`src/rtl/spi_wr_pkg.sv`:
```
`timescale 1ns/1ps
package spi_wr_pkg;
   // Kind of a completed byte as presented to the core
   typedef enum logic {
      RX_KIND_CMD  = 1'b0,
      RX_KIND_DATA = 1'b1
   } rx_kind_e;

   // Bit positions inside the synchronised pin bundle
   localparam int PIN_DC   = 0;
   localparam int PIN_CS_N = 1;
   localparam int PIN_SDIN = 2;
   localparam int PIN_SCLK = 3;
   localparam int PIN_CNT  = 4;
endpackage

```
`src/rtl/spi_wr_sync.sv`:
```
`timescale 1ns/1ps
module spi_wr_sync #(
   parameter int             WIDTH  = 1,
   parameter int             STAGES = 2,
   parameter logic [WIDTH-1:0] INIT = '0
) (
   input  logic             clk,
   input  logic             rst,
   input  logic [WIDTH-1:0] d,
   output logic [WIDTH-1:0] q
);
   if (STAGES < 2) begin : g_bad_stages
      initial $fatal(1, "spi_wr_sync: STAGES must be at least 2");
   end
   if (WIDTH < 1) begin : g_bad_width
      initial $fatal(1, "spi_wr_sync: WIDTH must be at least 1");
   end

   logic [WIDTH-1:0] stg [STAGES];

   for (genvar i = 0; i < STAGES; i++) begin : g_stage
      if (i == 0) begin : g_first
         always_ff @(posedge clk) begin
            if (rst) stg[i] <= INIT;
            else     stg[i] <= d;
         end
      end else begin : g_next
         always_ff @(posedge clk) begin
            if (rst) stg[i] <= INIT;
            else     stg[i] <= stg[i-1];
         end
      end
   end

   assign q = stg[STAGES-1];
endmodule

```
`src/rtl/spi_wr_edge.sv`:
```
`timescale 1ns/1ps
module spi_wr_edge #(
   parameter bit RISING = 1'b1
) (
   input  logic clk,
   input  logic rst,
   input  logic lvl,
   output logic pulse
);
   logic prev;

   always_ff @(posedge clk) begin
      if (rst) prev <= 1'b0;
      else     prev <= lvl;
   end

   if (RISING) begin : g_rise
      assign pulse = lvl & ~prev;
   end else begin : g_fall
      assign pulse = ~lvl & prev;
   end
endmodule

```
`src/rtl/spi_wr_assemble.sv`:
```
`timescale 1ns/1ps
module spi_wr_assemble #(
   parameter int DATA_W    = 8,
   parameter bit MSB_FIRST = 1'b1
) (
   input  logic              clk,
   input  logic              rst,
   input  logic              sel,
   input  logic              shift_en,
   input  logic              bit_in,
   input  logic              kind_in,
   output logic              out_valid,
   output logic [DATA_W-1:0] out_byte,
   output logic              out_kind
);
   localparam int          CNT_W = (DATA_W > 1) ? $clog2(DATA_W) : 1;
   localparam logic [CNT_W-1:0] LAST = CNT_W'(DATA_W - 1);

   if (DATA_W < 2) begin : g_bad_width
      initial $fatal(1, "spi_wr_assemble: DATA_W must be at least 2");
   end

   logic [CNT_W-1:0]  cnt;
   logic [DATA_W-1:0] shreg;
   logic [DATA_W-1:0] shnext;

   if (MSB_FIRST) begin : g_msb
      assign shnext = {shreg[DATA_W-2:0], bit_in};
   end else begin : g_lsb
      assign shnext = {bit_in, shreg[DATA_W-1:1]};
   end

   always_ff @(posedge clk) begin
      if (rst) begin
         cnt       <= '0;
         shreg     <= '0;
         out_valid <= 1'b0;
         out_byte  <= '0;
         out_kind  <= 1'b0;
      end else begin
         out_valid <= 1'b0;
         if (!sel) begin
            cnt   <= '0;
            shreg <= '0;
         end else if (shift_en) begin
            if (cnt == LAST) begin
               cnt       <= '0;
               shreg     <= '0;
               out_valid <= 1'b1;
               out_byte  <= shnext;
               out_kind  <= kind_in;
            end else begin
               cnt   <= cnt + 1'b1;
               shreg <= shnext;
            end
         end
      end
   end
endmodule

```
`src/rtl/spi_wr_rx.sv`:
```
`timescale 1ns/1ps
module spi_wr_rx #(
   parameter int DATA_W      = 8,
   parameter int SYNC_STAGES = 2,
   parameter bit MSB_FIRST   = 1'b1,
   parameter bit SAMPLE_RISE = 1'b1
) (
   input  logic              clk,
   input  logic              rst,
   input  logic              spi_sclk,
   input  logic              spi_sdin,
   input  logic              spi_cs_n,
   input  logic              spi_dc,
   output logic              rx_valid,
   output logic [DATA_W-1:0] rx_byte,
   output logic              rx_is_data
);
   import spi_wr_pkg::*;

   localparam logic [PIN_CNT-1:0] PIN_INIT = PIN_CNT'(1) << PIN_CS_N;

   logic [PIN_CNT-1:0] pins_raw;
   logic [PIN_CNT-1:0] pins_s;
   logic               sclk_s;
   logic               sdin_s;
   logic               cs_n_s;
   logic               dc_s;
   logic               sclk_rise;
   rx_kind_e           kind_in;
   logic               kind_out;

   always_comb begin
      pins_raw           = '0;
      pins_raw[PIN_SCLK] = spi_sclk;
      pins_raw[PIN_SDIN] = spi_sdin;
      pins_raw[PIN_CS_N] = spi_cs_n;
      pins_raw[PIN_DC]   = spi_dc;
   end

   spi_wr_sync #(
      .WIDTH (PIN_CNT),
      .STAGES(SYNC_STAGES),
      .INIT  (PIN_INIT)
   ) u_sync (
      .clk(clk),
      .rst(rst),
      .d  (pins_raw),
      .q  (pins_s)
   );

   assign sclk_s  = pins_s[PIN_SCLK];
   assign sdin_s  = pins_s[PIN_SDIN];
   assign cs_n_s  = pins_s[PIN_CS_N];
   assign dc_s    = pins_s[PIN_DC];
   assign kind_in = dc_s ? RX_KIND_DATA : RX_KIND_CMD;

   spi_wr_edge #(
      .RISING(SAMPLE_RISE)
   ) u_edge (
      .clk  (clk),
      .rst  (rst),
      .lvl  (sclk_s),
      .pulse(sclk_rise)
   );

   spi_wr_assemble #(
      .DATA_W   (DATA_W),
      .MSB_FIRST(MSB_FIRST)
   ) u_asm (
      .clk      (clk),
      .rst      (rst),
      .sel      (~cs_n_s),
      .shift_en (sclk_rise),
      .bit_in   (sdin_s),
      .kind_in  (kind_in),
      .out_valid(rx_valid),
      .out_byte (rx_byte),
      .out_kind (kind_out)
   );

   assign rx_is_data = kind_out;
endmodule

```
`config.mk`:
```
export PLATFORM = sky130hd
export DESIGN_NAME = spi_wr_rx
export DESIGN_NICKNAME = d
export VERILOG_FILES = /design/src/rtl/spi_wr_pkg.sv /design/src/rtl/spi_wr_sync.sv /design/src/rtl/spi_wr_edge.sv /design/src/rtl/spi_wr_assemble.sv /design/src/rtl/spi_wr_rx.sv
export SDC_FILE = /design/constraint.sdc
export NUM_CORES = 1
export LEC_CHECK = 0
export ABC_CLOCK_PERIOD_IN_PS = 2100
export BUFFER_PORTS_ARGS = -buffer_cell sky130_fd_sc_hd__buf_2
export CAP_MARGIN = 20
export CORE_ASPECT_RATIO = 1.25
export CORE_MARGIN = 3
export CORE_UTILIZATION = 50
export CTS_CLUSTER_SIZE = 28
export DETAILED_ROUTE_END_ITERATION = 16
export PLACE_DENSITY = 0.71
export RECOVER_POWER = 50
export SETUP_SLACK_MARGIN = 0.15
export SYNTH_ARGS = -nofsm -noshare
export SYNTH_HDL_FRONTEND = slang
export SYNTH_SLANG_ARGS = --single-unit
```
`constraint.sdc`:
```
create_clock -name clk -period 2.1 [get_ports clk]
set_clock_uncertainty 0.1 [all_clocks]
set_input_delay 0.21 -clock clk [delete_from_list [all_inputs] [get_ports clk]]
set_output_delay 0.21 -clock clk [all_outputs]
set_load 0.005 [all_outputs]
```
# Yosys cells after proc, flatten, opt, wreduce, memory -nomap -nowiden
# Memory sizes are Yosys's and may differ from the RTL's.
# Index checks and enable logic that the tools add are counted.
dict set report classes {
  n_div 0
  eq_ne 1
  mul 0
  n_addsub 1
  n_reduce_logical 3
  shifts 0
  n_bitwise 6
  mux 9
  n_lt_le_gt_ge 0
}
# cell count
set ops {}
lappend ops {{$mux 4} 2}
lappend ops {{$mux 7} 1}
lappend ops {{$mux 1} 5}
lappend ops {{$add 3x1->3 const B} 1}
lappend ops {{$eq 3x3->1 const B} 1}
lappend ops {{$mux 3} 1}
lappend ops {{$not 1->1} 3}
lappend ops {{$reduce_and 3->1} 1}
lappend ops {{$reduce_or 3->1} 1}
lappend ops {{$or 1x1->1} 2}
lappend ops {{$reduce_or 2->1} 1}
lappend ops {{$and 1x1->1} 1}
dict set report word_totals {
  romBits 0
  mem_count 1
  wordCells 27
  mem_bits_rw 8
  ff_bits 21
  latchBits 0
}
# name depth word_bits read_ports rd_ports_with_merged_regs write_ports line
set mem_list {}
lappend mem_list {u_sync.stg 2 4 2 0 2 spi_wr_sync.sv:19} ;# logic [WIDTH-1:0] stg [STAGES];

# Depth between registers and ports, before layout
# Gate-level depths: netlist of the first run.
dict set report depth {
  depth_word 4
  depth_mapped 6
  ltp_nobuf 5
}

# By module
# A second synthesis of the first run with hierarchy kept.
dict set report hier_totals {
  cells_unflattened 107
  hier_area_um2 1126.1
}
# mod area_per_inst_um2 n_inst seq_area_each_um2 cells_each
set modules_own_cells {}
lappend modules_own_cells {spi_wr_assemble 864.6 1 400.4 87}
lappend modules_own_cells {spi_wr_sync 210.2 1 160.2 16}
lappend modules_own_cells {spi_wr_edge 47.5 1 20.0 3}
lappend modules_own_cells {spi_wr_rx 3.8 1 0.0 1}

# Worst setup path after synthesis of the first run
# Ideal clock, no wire load.
dict set report synth_path {
  path_type {register -> register}
  from {register u_asm.cnt[0]}
  to {register u_asm.out_byte[0]}
  n_path_buf 1
  t_required_ps 1881
  setup_slack_ps 720
  setup_ps 119
  synth_period_minus_slack_ps 1380
  arrival_time_ps 1161
  path_stages_with_launch 7
  path_cell_list {dfxtp_1 -> ha_1 -> ha_1 -> and4bb_1 -> buf_4 -> nand2_1 -> a21oi_1}
}
dict set report synth_between {
  elab_chain_len 2
}
# item line
set synth_rtl {}
lappend synth_rtl {{start, declared} spi_wr_assemble.sv:23} ;# logic [CNT_W-1:0] cnt;
lappend synth_rtl {{start signal, assigned} spi_wr_assemble.sv:53} ;# cnt <= cnt + 1'b1;
lappend synth_rtl {{$eq 3x3->1} spi_wr_assemble.sv:46} ;# if (cnt == LAST) begin
lappend synth_rtl {{$reduce_and 3->1 (no source line)} --}
lappend synth_rtl {{end signal, assigned} spi_wr_assemble.sv:50} ;# out_byte <= shnext;
lappend synth_rtl {{end, declared} spi_wr_assemble.sv:13} ;# output logic [DATA_W-1:0] out_byte,
# Every way passes these cells.
# A chain may end at the register's enable or synchronous reset.

# Worst setup path after layout of the first run
dict set report layout_path {
  from {register u_asm.cnt[0]}
  to {register u_asm.out_byte[6]}
}
# The elaborated chain is that of the path after synthesis.

==> results.rst, run 1 <==
.. list-table::
   :header-rows: 1

   * - Metric
     - Value
   * - Run status
     - complete, no violations
   * - Worst R2R Path Depth
     - 5
   * - Num CTS Buffers
     - 5
   * - Drc violations
     - 0
   * - Launch instance of the worst min-delay path
     - rst
   * - Number of unique standard cell types used by synthesis
     - 19
   * - Buffer cell driving the clock tree root
     - sky130_fd_sc_hd__clkbuf_4
   * - Final count of hold timing violations
     - 0
   * - Origin of the worst setup path
     - u_asm.cnt[0]
   * - Sort of element at the start of the critical path
     - register
   * - Vias in the first global route
     - 743
   * - Capture instance of the worst register-to-register path
     - u_asm.out_byte[6]
   * - # setup viols final
     - 0
   * - Cell count after synthesis
     - between 100 and 150
   * - Placed instance area
     - 1100 µm²
   * - Share of synthesized area occupied by flip-flops and latches
     - 54.7%
   * - Router iterations before antenna repair
     - 4
   * - Worst Hold Class
     - primary input to register
   * - Crit Path Max Fanout
     - 9
   * - Filler Cells Inserted
     - roughly 190
   * - Die ar.
     - 2710 µm²
   * - DIE WIDTH
     - 47.2 µm
   * - H-tree depth
     - 2
   * - Post-route setup TNS
     - 0 ns
   * - HPWL after detailed placement
     - 1160 µm
   * - Minimum setup slack among reg-to-reg paths
     - 0.49 ns
   * - Launch instance of the worst register-to-register path
     - u_asm.cnt[0]
   * - Number of top-level design ports
     - 16
   * - Routed WL
     - 1700 µm
   * - Fmax
     - between 600 and 700 MHz
   * - Switching part of the total
     - 20.4%
   * - Relative slew slack
     - 73.4%
   * - Num rows
     - 18
   * - Wire length of the first global-routing pass
     - 2990 µm
   * - Final-report max-slew violation count
     - 0
   * - Leakage power
     - 0.458 nW
   * - Number of nets in the synthesized netlist
     - 121
   * - Die Y
     - 57.5 µm
   * - Initial antenna violation count
     - 0
   * - Per-instance average area after synthesis
     - 9.47 µm²
   * - Switching power
     - between 150 and 200 µW
   * - Clock Power Share
     - 38.7%
   * - Required @ worst endpoint
     - between 2 and 2.5 ns
   * - Final critical path time including I/O delays and setup
     - 1.61 ns
   * - Internal portion of total power
     - 766 µW
   * - Worst Setup Path Type
     - register to register
   * - Design Area, Final
     - roughly 1200 µm²
   * - Category of the worst setup path capture point
     - register
   * - CTS tree
     - built
   * - Routability cong.
     - 0.746
   * - Synthesized area
     - 1060 µm²
   * - Clock-pin slew reported for the worst setup and hold paths after clock tree synthesis
     - 0.09 ns
   * - Final core utilization
     - 60.4%
   * - Overall via count from detail_route
     - 771
   * - Number of DRC markers after the initial detailed-route iteration
     - 11
   * - Length of routed met3 wiring
     - 73 µm
   * - Nets@finish
     - 140
   * - Warnings, synthesis
     - 0
   * - Clock insertion delay at the later pin of the skew report
     - 0.32 ns
   * - Cell area power density
     - 794 nW/µm²
   * - Arrival time at the worst endpoint
     - 1.71 ns
   * - Max clock buf depth
     - 2
   * - Total of flip-flops plus latches after synthesis
     - 29
   * - Metal-1 WL
     - 753 µm
   * - Length of routed met2 wiring
     - 824 µm
   * - Largest net degree at the start of global routing
     - 20
   * - Number of nets still failing antenna checks after routing
     - 0
   * - Max-Cap Viols
     - 0
   * - Max VDD drop
     - approximately 0.54 mV
   * - Fraction of final layout cells with drive strength greater than 1
     - between 10% and 20%
   * - Wire length per cell
     - 11.2 µm
   * - Gates resized, CTS repair
     - 0
   * - Number of diodes added for antenna fixing
     - 0
   * - Sum of overflow across all layers after global routing
     - 0
   * - Top routing layer in use
     - met4
   * - Share of the cycle needed by the critical path after routing
     - 76.5%
   * - Area growth from synthesis to final layout
     - 14.2%
   * - Total chip power
     - a little under 1 mW
   * - Port-buffer cells
     - 15
   * - Global-route usage over all layers
     - 16.0%
   * - RSZ-0062 raised after global routing
     - no
   * - Clock Sinks
     - 29
   * - Transition at the pin with the smallest max-transition slack
     - just under 0.4 ns
   * - Post-detailed-route via-to-cell ratio
     - 5.07
   * - Sequential share of power
     - 58.3%
   * - Cell depth of the worst hold path
     - 2
   * - Placeable core area
     - 2000 µm²
   * - Endpoint of the worst hold-timing path
     - u_sync.stg[1][2]
   * - Initial Util
     - between 50% and 60%
   * - Combinational cell fraction of total power
     - 3.0%
cells in the mapped netlist (all sizes together):
cell,instances,area share (%)
nand4bb,1,1.1
and2b,1,0.71
a21oi,18,8.8
nand2b,1,0.59
and4bb,1,1.2
nor2b,7,4.1
nor2,3,1.1
ha,3,3.5
clkbuf,2,0.94
dfxtp,29,55
or2,3,2.0
buf,5,4.4
nand3b,8,5.7
nand2,29,10
mux2i,1,0.94
stage by stage:
stage | cells | hold WS [ns] | worst slack (ns)
floorplan | 112 | 0.214 | 0.720
global placement | 140 | 0.292 | 0.564
detailed placement | 140 | 0.297 | 0.483
CTS | 152 | 0.145 | 0.457
global route | 152 | 0.190 | 0.298
finish | 152 | 0.154 | 0.493
power by group through the flow:
stage               registers [mW]  clock network, mW  logic [mW]
global route                 0.561              0.404      0.0335
detailed placement           0.573                  0      0.0237
CTS                          0.560              0.386      0.0292
global placement             0.573                  0      0.0233
finish                       0.560              0.372      0.0291
floorplan                    0.572                  0      0.0220
state kept, by name (all words and copies together) (netlist names):
signal           cells
u_asm.out_byte       8
u_asm.out_kind       1
u_asm.shreg          7
u_asm.cnt            3
u_edge.prev          1
u_asm.out_valid      1
u_sync.stg           8
area by class of cell:
type                            count  area, µm²  area share [%]
Clock buffer                        7       65.1            5.37
Clock inverter                      1       5.00           0.413
Multi-Input combinational cell     76        424            35.0
Sequential cell                    29        581            47.9
Tap cell                           20       25.0            2.07
Timing Repair Buffer               19        111            9.19
layout by cell type (no fill, tap or decap), drive strengths merged:
cell	n
a21oi	18
and2b	1
and4bb	1
buf	12
clkbuf	10
clkinv	1
dfxtp	29
dlygate4sd3	4
ha	3
mux2i	1
nand2	29
nand2b	1
nand3b	8
nand4bb	1
nor2	3
nor2b	7
or2	3
worst max-delay path: stages, from the launching register on:
cell and delay (ns):
sky130_fd_sc_hd__dfxtp_1 0.36, sky130_fd_sc_hd__ha_1 0.19, sky130_fd_sc_hd__ha_1 0.22, sky130_fd_sc_hd__nand4bb_1 0.36, sky130_fd_sc_hd__nand2_1 0.18, sky130_fd_sc_hd__a21oi_1 0.08
how the worst max path moves through the flow:
stage	endpoint	slack, ns	cells past startpoint
finish	u_asm.out_byte[6]	0.49	5
global route	u_asm.out_byte[6]	0.30	5
CTS	u_asm.out_byte[6]	0.46	5
detailed placement	u_asm.out_byte[0]	0.48	5
global placement	u_asm.out_byte[7]	0.56	5
floorplan	u_asm.out_byte[0]	0.72	6
cells by family after synthesis:
| logic type | after synthesis | share of synthesized area [%] |
|---|---|---|
| AO/OA/AOI/OAI | 18 | 8.84 |
| multiplexers | 1 | 0.943 |
| AND/OR/NAND/NOR | 54 | 26.7 |
| adder cells (fa/ha/maj) | 3 | 3.54 |
| flip-flops | 29 | 54.7 |
| buffers and inverters | 7 | 5.31 |
metal layers:
metal / vias up / track usage, %
met1: 347 / 16.0
li1: 403 / -
met5: - / 0
met3: 5 / 7.57
met2: 16 / 26.4
met4: 0 / 8.30
timing repair:
action,in CTS,in global routing
setup buffers,0,0
endpoints found under the setup margin,0,0
hold buffers,4,0
endpoints found under the hold margin,4,0
(Power assumes the default switching activity.)
==> run 2, diff against run 1 <==
- ABC_CLOCK_PERIOD_IN_PS: 2100 -> 1450
- CORE_UTILIZATION: 50 -> 48
- PLACE_DENSITY: 0.71 -> 0.72
- clock period: 2.1 -> 1.45 ns (I/O delays scaled with it)
==> run 2 against run 1 <==
Compared with the run above:
- global-route usage grew 1.1 points
- setup slack worse by 0.38 ns
- sequential cell count is the same
- largest cell class unchanged
==> results.rst, run 2 (synthesis results as in run 1) <==
.. list-table::
   :header-rows: 1

   * - Metric
     - Value
   * - Registers with the most flip-flops
     - u_asm.out_byte x8, u_sync.stg x8, u_asm.shreg x7
   * - Crit Path Max Fanout
     - 4 (-5)
   * - Worst Hold Class
     - primary input to register
   * - Clock-pin slew reported for the worst setup and hold paths after clock tree synthesis
     - 0.09 ns (about the same)
   * - Num rows
     - 18 (unchanged)
   * - Die Y
     - 58.6 µm (+1.8%)
   * - Post-Layout Cell Count
     - 157 (+3.3%)
   * - Length of routed met3 wiring
     - 96 µm (+32%)
   * - Final-report max-slew violation count
     - 0 (unchanged)
   * - Category of the worst setup path capture point
     - register
   * - Number of diodes added for antenna fixing
     - 0 (unchanged)
   * - Largest stage delay, worst path
     - 0.36 ns (about the same)
   * - Area growth from synthesis to final layout
     - 22.3%
   * - Routed WL
     - 2090 µm (+23%)
   * - Transition at the pin with the smallest max-transition slack
     - 0.353 ns (-0.0433 ns)
   * - DIE WIDTH
     - 48.1 µm (+1.8%)
   * - Required @ worst endpoint
     - 1.62 ns (-0.58 ns)
   * - Arrival time at the worst endpoint
     - 1.50 ns (-0.21 ns)
   * - Worst R2R Path Depth
     - 5 (unchanged)
   * - Router iterations before antenna repair
     - 3 (-1)
   * - Wire length per cell
     - 13.3 µm (+19%)
   * - Wire length of the first global-routing pass
     - 3260 µm (+9.2%)
   * - Fmax
     - 748 MHz (+20%)
   * - CTS tree
     - built
   * - Most frequent standard cell in the layout excluding fill and tap cells
     - sky130_fd_sc_hd__dfxtp_1
   * - Share of the cycle needed by the critical path after routing
     - 92.2% (+16 points)
   * - Port-buffer cells
     - 15 (unchanged)
   * - Worst Setup Path Type
     - register to register
   * - Routability cong.
     - 0.752 (+0.75%)
   * - Max VDD drop
     - 0.788 mV (+47%)
   * - Relative slew slack
     - 76.5% (+3.0 points)
   * - Cell area power density
     - 1020 nW/µm² (+28%)
   * - Nets@finish
     - 145 (+3.6%)
   * - Cell depth of the worst hold path
     - 2 (unchanged)
   * - Number of top-level design ports
     - 16 (unchanged)
   * - Post-detailed-route via-to-cell ratio
     - 5.06 (-0.30%)
   * - Top routing layer in use
     - met4
   * - H-tree depth
     - 2 (unchanged)
   * - Length of routed met2 wiring
     - 1040 µm (+26%)
   * - Max-Cap Viols
     - 0 (unchanged)
   * - RSZ-0062 raised after global routing
     - yes
   * - Num CTS Buffers
     - 5 (unchanged)
   * - Placeable core area
     - 2030 µm² (+1.1%)
   * - HPWL after detailed placement
     - 1150 µm (-1.2%)
   * - Final count of hold timing violations
     - 0 (unchanged)
   * - Drc violations
     - 0 (unchanged)
   * - Series of cell instances along the critical path
     - ha_4 -> ha_4 -> and4bb_2 -> nand2_1 -> a21oi_1
   * - Setup ws final
     - 0.112 ns (-0.381 ns)
   * - Number of nets still failing antenna checks after routing
     - 0 (unchanged)
   * - Die ar.
     - 2810 µm² (+3.7%)
   * - Overall via count from detail_route
     - 794 (+3.0%)
   * - Clock insertion delay at the later pin of the skew report
     - 0.32 ns (about the same)
   * - Run status
     - complete, no violations
   * - Metal-1 WL
     - 919 µm (+22%)
   * - Fraction of final layout cells with drive strength greater than 1
     - 25.5% (+7.4 points)
   * - # setup viols final
     - 0 (unchanged)
   * - Total chip power
     - 1.32 mW (+37%)
   * - Largest net degree at the start of global routing
     - 20 (unchanged)
   * - Placed instance area
     - 1130 µm² (+2.7%)
   * - Clock Sinks
     - 29 (unchanged)
   * - Top library cells by usage in the layout, fill and taps aside
     - 27 x sky130_fd_sc_hd__dfxtp_1, 25 x sky130_fd_sc_hd__nand2_1, 14 x sky130_fd_sc_hd__a21oi_1, 11 x sky130_fd_sc_hd__clkbuf_1, 8 x sky130_fd_sc_hd__nand3b_1
   * - Sort of element at the start of the critical path
     - register
   * - Buffer cell driving the clock tree root
     - sky130_fd_sc_hd__clkbuf_4
   * - Initial antenna violation count
     - 0 (unchanged)
   * - Final critical path time including I/O delays and setup
     - 1.34 ns (-0.269 ns)
   * - Max clock buf depth
     - 2 (unchanged)
   * - Sum of overflow across all layers after global routing
     - 0 (unchanged)
   * - Max stage delay cell, worst path
     - sky130_fd_sc_hd__dfxtp_2
   * - Placed Cells
     - 142 (+1.4%)
   * - Vias in the first global route
     - 760 (+2.3%)
   * - Leakage power
     - 0.438 nW (-4.4%)
   * - Crit-path most repeated cell
     - sky130_fd_sc_hd__ha_4
   * - Initial Util
     - 52.3% (-0.59 points)
   * - Design Area, Final
     - 1300 µm² (+7.1%)
   * - Global-route usage over all layers
     - 17.1% (+1.1 points)
   * - Place WS
     - -0.0588 ns (-0.542 ns)
   * - Number of DRC markers after the initial detailed-route iteration
     - 10 (-1)
run 2: changes by cell type in the layout (fill, tap and decap cells not counted), sizes merged:
cell and delta:
clkinv +1, and4bb +1, clkbuf +6, buf -3
run 2: area by class of cell:
class / instances / area, µm²
multi-input combinational: 77 / 504
timing repair buffer: 23 / 134
clock buffer: 6 / 41.3
fill: 174 / 729
clock inverter: 2 / 10.0
tap: 20 / 25.0
sequential: 29 / 583
run 2: worst paths after layout:
path / start / end / slack [ns]
max: u_asm.cnt[1] / u_asm.out_byte[5] / 0.11
min: rst / u_asm.out_byte[0] / 0.09
max reg2reg: u_asm.cnt[1] / u_asm.out_byte[5] / 0.11
min reg2reg: u_sync.stg[0][1] / u_sync.stg[1][1] / 0.32
run 2: repair_timing:
| action | in CTS | in global routing |
|---|---|---|
| setup endpoints to repair | 16 | 18 |
| setup buffers | 1 | 0 |
| hold buffers | 4 | 0 |
| resized for setup | 8 | 7 |
| pin swaps | 1 | 2 |
| gates cloned | 1 | 1 |
| hold endpoints to repair | 4 | 0 |
run 2: critical path: cells and delay by family, from the launching register on:
family | cells | cell delay, ns
DFF | 1 | 0.36
AOI/OAI and AO/OA | 1 | 0.12
and+or+nand+nor | 2 | 0.37
adders and majority gates | 2 | 0.31
run 2: stage by stage:
stage                     util, %  hold WS (ns)  setup TNS [ns]
after floorplan                 -         0.149               0
after global placement       56.0         0.231               0
after detailed placement     56.0         0.232          -0.341
final                        64.0        0.0879               0
after global routing         64.0        0.0917               0
after CTS                    62.8        0.0925               0
run 2: layer usage:
layer / global-route usage, % / vias up
met5: 0 / -
met2: 26.3 / 17
met1: 18.1 / 355
met4: 8.08 / 0
met3: 10.1 / 5
li1: - / 417
run 2: power by group:
group	switching (mW)	internal (mW)	total [mW]
clock	0.274	0.184	0.458
sequential	0.00691	0.807	0.814
combinational	0.0222	0.0240	0.0462
total	0.303	1.02	1.32
==> run 3, diff against run 2 <==
- CORE_MARGIN: 3 -> 2
==> run 3 against run 2 <==
Compared with the run above:
- combinational power decreased by 3%
- setup slack improved by 0.031 ns
- global-route usage grew 0.73 points
- sequential power is essentially flat
- non-clock buffer count down 1
- worst hold slack improved by 0.011 ns
- cell count did not move
- maximum frequency increased by 2.4%
- total power fell by 1.4%
==> results.rst, run 3 (synthesis results as in run 1) <==
.. list-table::
   :header-rows: 1

   * - Metric
     - Value
   * - Run status
     - complete, no violations
   * - Initial antenna violation count
     - 0 (unchanged)
   * - Largest stage delay, worst path
     - 0.36 ns (about the same)
   * - Post-Layout Cell Count
     - 157 (unchanged)
   * - Max-Cap Viols
     - 0 (unchanged)
   * - Routed WL
     - 1910 µm (-8.2%)
   * - Clock insertion delay at the later pin of the skew report
     - 0.32 ns (about the same)
   * - Registers with the most flip-flops
     - u_asm.out_byte x8, u_sync.stg x8, u_asm.shreg x7
   * - # setup viols final
     - 0 (unchanged)
   * - Area used by sequential logic in the layout
     - 583 µm² (unchanged)
   * - Post-detailed-route via-to-cell ratio
     - 5.10 (+0.76%)
   * - Nets@finish
     - 144 (-0.69%)
   * - Worst Setup Path Type
     - register to register
   * - Place WS
     - -0.0500 ns (+0.00877 ns)
   * - Die Y
     - 56.6 µm (-3.4%)
   * - HPWL after detailed placement
     - 1160 µm (+1.3%)
   * - Number of diodes added for antenna fixing
     - 0 (unchanged)
   * - Router iterations before antenna repair
     - 4 (+1)
   * - Launch instance of the worst min-delay path
     - rst
   * - Category of the worst setup path capture point
     - register
   * - Cell area power density
     - 1010 nW/µm² (-0.25%)
   * - Final core utilization
     - 59.9% (-4.1 points)
   * - Routability cong.
     - 0.724 (-3.7%)
   * - Footprint of the multi-input gates
     - 483 µm² (-4.2%)
   * - Filler Cells Inserted
     - 200 (+15%)
   * - Transition at the pin with the smallest max-transition slack
     - 0.343 ns (-0.00954 ns)
   * - Required @ worst endpoint
     - 1.61 ns (about the same)
   * - Total chip power
     - 1.30 mW (-1.4%)
   * - Final critical path time including I/O delays and setup
     - 1.31 ns (-0.0313 ns)
   * - Setup ws final
     - 0.144 ns (+0.0313 ns)
   * - Vias in the first global route
     - 711 (-6.4%)
   * - Num rows
     - 19 (+1)
   * - Max stage delay cell, worst path
     - sky130_fd_sc_hd__dfxtp_2
   * - Leakage power
     - 0.463 nW (+5.9%)
   * - Number of DRC markers after the initial detailed-route iteration
     - 13 (+3)
   * - DIE WIDTH
     - 46.1 µm (-4.2%)
   * - Number of top-level design ports
     - 16 (unchanged)
   * - CTS tree
     - built
   * - Area growth from synthesis to final layout
     - 20.9%
   * - Fmax
     - 766 MHz (+2.4%)
   * - Number of nets still failing antenna checks after routing
     - 0 (unchanged)
   * - Most frequent standard cell in the layout excluding fill and tap cells
     - sky130_fd_sc_hd__nand2_1
   * - Global-route usage over all layers
     - 17.8% (+0.73 points)
   * - Arrival time at the worst endpoint
     - 1.47 ns (-0.03 ns)
   * - Origin of the worst setup path
     - u_asm.cnt[1]
   * - Launch instance of the worst register-to-register path
     - u_asm.cnt[1]
   * - Crit Path Max Fanout
     - 5 (+1)
   * - Sort of element at the start of the critical path
     - register
   * - Wire length per cell
     - 12.2 µm (-8.2%)
   * - Share of the cycle needed by the critical path after routing
     - 90.1% (-2.2 points)
   * - Relative slew slack
     - 77.1% (+0.64 points)
   * - Buffer cell driving the clock tree root
     - sky130_fd_sc_hd__clkbuf_4
   * - Final-report max-slew violation count
     - 0 (unchanged)
   * - Final count of hold timing violations
     - 0 (unchanged)
   * - Num CTS Buffers
     - 5 (unchanged)
   * - Clock-pin slew reported for the worst setup and hold paths after clock tree synthesis
     - 0.08 ns (about the same)
   * - H-tree depth
     - 2 (unchanged)
   * - Series of cell instances along the critical path
     - ha_4 -> ha_4 -> and4bb_4 -> nand2_1 -> a21oi_2
   * - Wire length of the first global-routing pass
     - 3100 µm (-5.1%)
   * - Port-buffer cells
     - 15 (unchanged)
   * - Worst Hold Class
     - primary input to register
   * - Crit-path most repeated cell
     - sky130_fd_sc_hd__ha_4
   * - Top library cells by usage in the layout, fill and taps aside
     - 28 x sky130_fd_sc_hd__nand2_1, 27 x sky130_fd_sc_hd__dfxtp_1, 14 x sky130_fd_sc_hd__a21oi_1, 13 x sky130_fd_sc_hd__buf_2, 8 x sky130_fd_sc_hd__nand3b_1
   * - Largest net degree at the start of global routing
     - 20 (unchanged)
   * - Die ar.
     - 2600 µm² (-7.4%)
   * - Initial Util
     - 49.6% (-2.8 points)
   * - Placeable core area
     - 2140 µm² (+5.6%)
   * - Drc violations
     - 0 (unchanged)
   * - Clock Sinks
     - 29 (unchanged)
   * - Overall via count from detail_route
     - 800 (+0.76%)
   * - Max VDD drop
     - 0.787 mV (about the same)
   * - Buffers and inverters on the worst path
     - 0 (unchanged)
   * - Max clock buf depth
     - 2 (unchanged)
   * - Category of cells accounting for the largest share of critical-path delay
     - simple AND/OR/NAND/NOR gates
   * - Placed Cells
     - 143 (+0.70%)
   * - Sum of overflow across all layers after global routing
     - 0 (unchanged)
   * - Fraction of final layout cells with drive strength greater than 1
     - 28.7% (+3.1 points)
   * - RSZ-0062 raised after global routing
     - yes
run 3: cell types whose count changed in the layout (fill, tap and decap cells not counted), sizes merged:
cell,change
clkbuf,-8
buf,+7
run 3: metal layers:
layer | GRT usage, % | share of wire [%] | vias up
met4 | 12.2 | 3.1 | 0
met2 | 27.8 | 49 | 23
li1 | - | - | 414
met5 | 0 | 0 | -
met1 | 17.0 | 42 | 358
met3 | 9.65 | 5.8 | 5
run 3: final timing paths:
check	endpoint	slack [ns]	cells after the start
worst min register to register	u_sync.stg[1][1]	0.34	1
worst min-delay path	u_asm.out_byte[6]	0.1	2
worst max register to register	u_asm.out_kind	0.14	5
worst max-delay path	u_asm.out_kind	0.14	5
run 3: repair_timing:
action / 4_1_cts / 5_1_grt
endpoints found under the hold margin: 4 / 0
hold buffers: 4 / 0
resized for setup: 8 / 4
cloned: 1 / 0
buffers inserted: 1 / 0
pin swaps: 1 / 1
setup endpoints to repair: 16 / 19
run 3: final cells by class:
class / instances / area share (%)
clock buffers: 6 / 3.22
multi-input cells: 77 / 37.7
well taps: 21 / 2.05
repair buffers: 22 / 10.8
flip-flops and latches: 29 / 45.5
clock inverters: 2 / 0.780
run 3: stage by stage:
| stage | hold WS [ns] | cell area [µm²] | TNS [ns] |
|---|---|---|---|
| detailed placement | 0.238 | 1140 | -0.277 |
| CTS | 0.0712 | 1270 | 0 |
| global placement | 0.230 | 1140 | 0 |
| global route | 0.101 | 1280 | 0 |
| finish | 0.0991 | 1280 | 0 |
| floorplan | 0.149 | 1080 | 0 |
run 3: power by group:
part	switching (mW)	internal, mW
Sequential	0.00592	0.807
Combinational	0.0218	0.0229
Clock	0.259	0.184
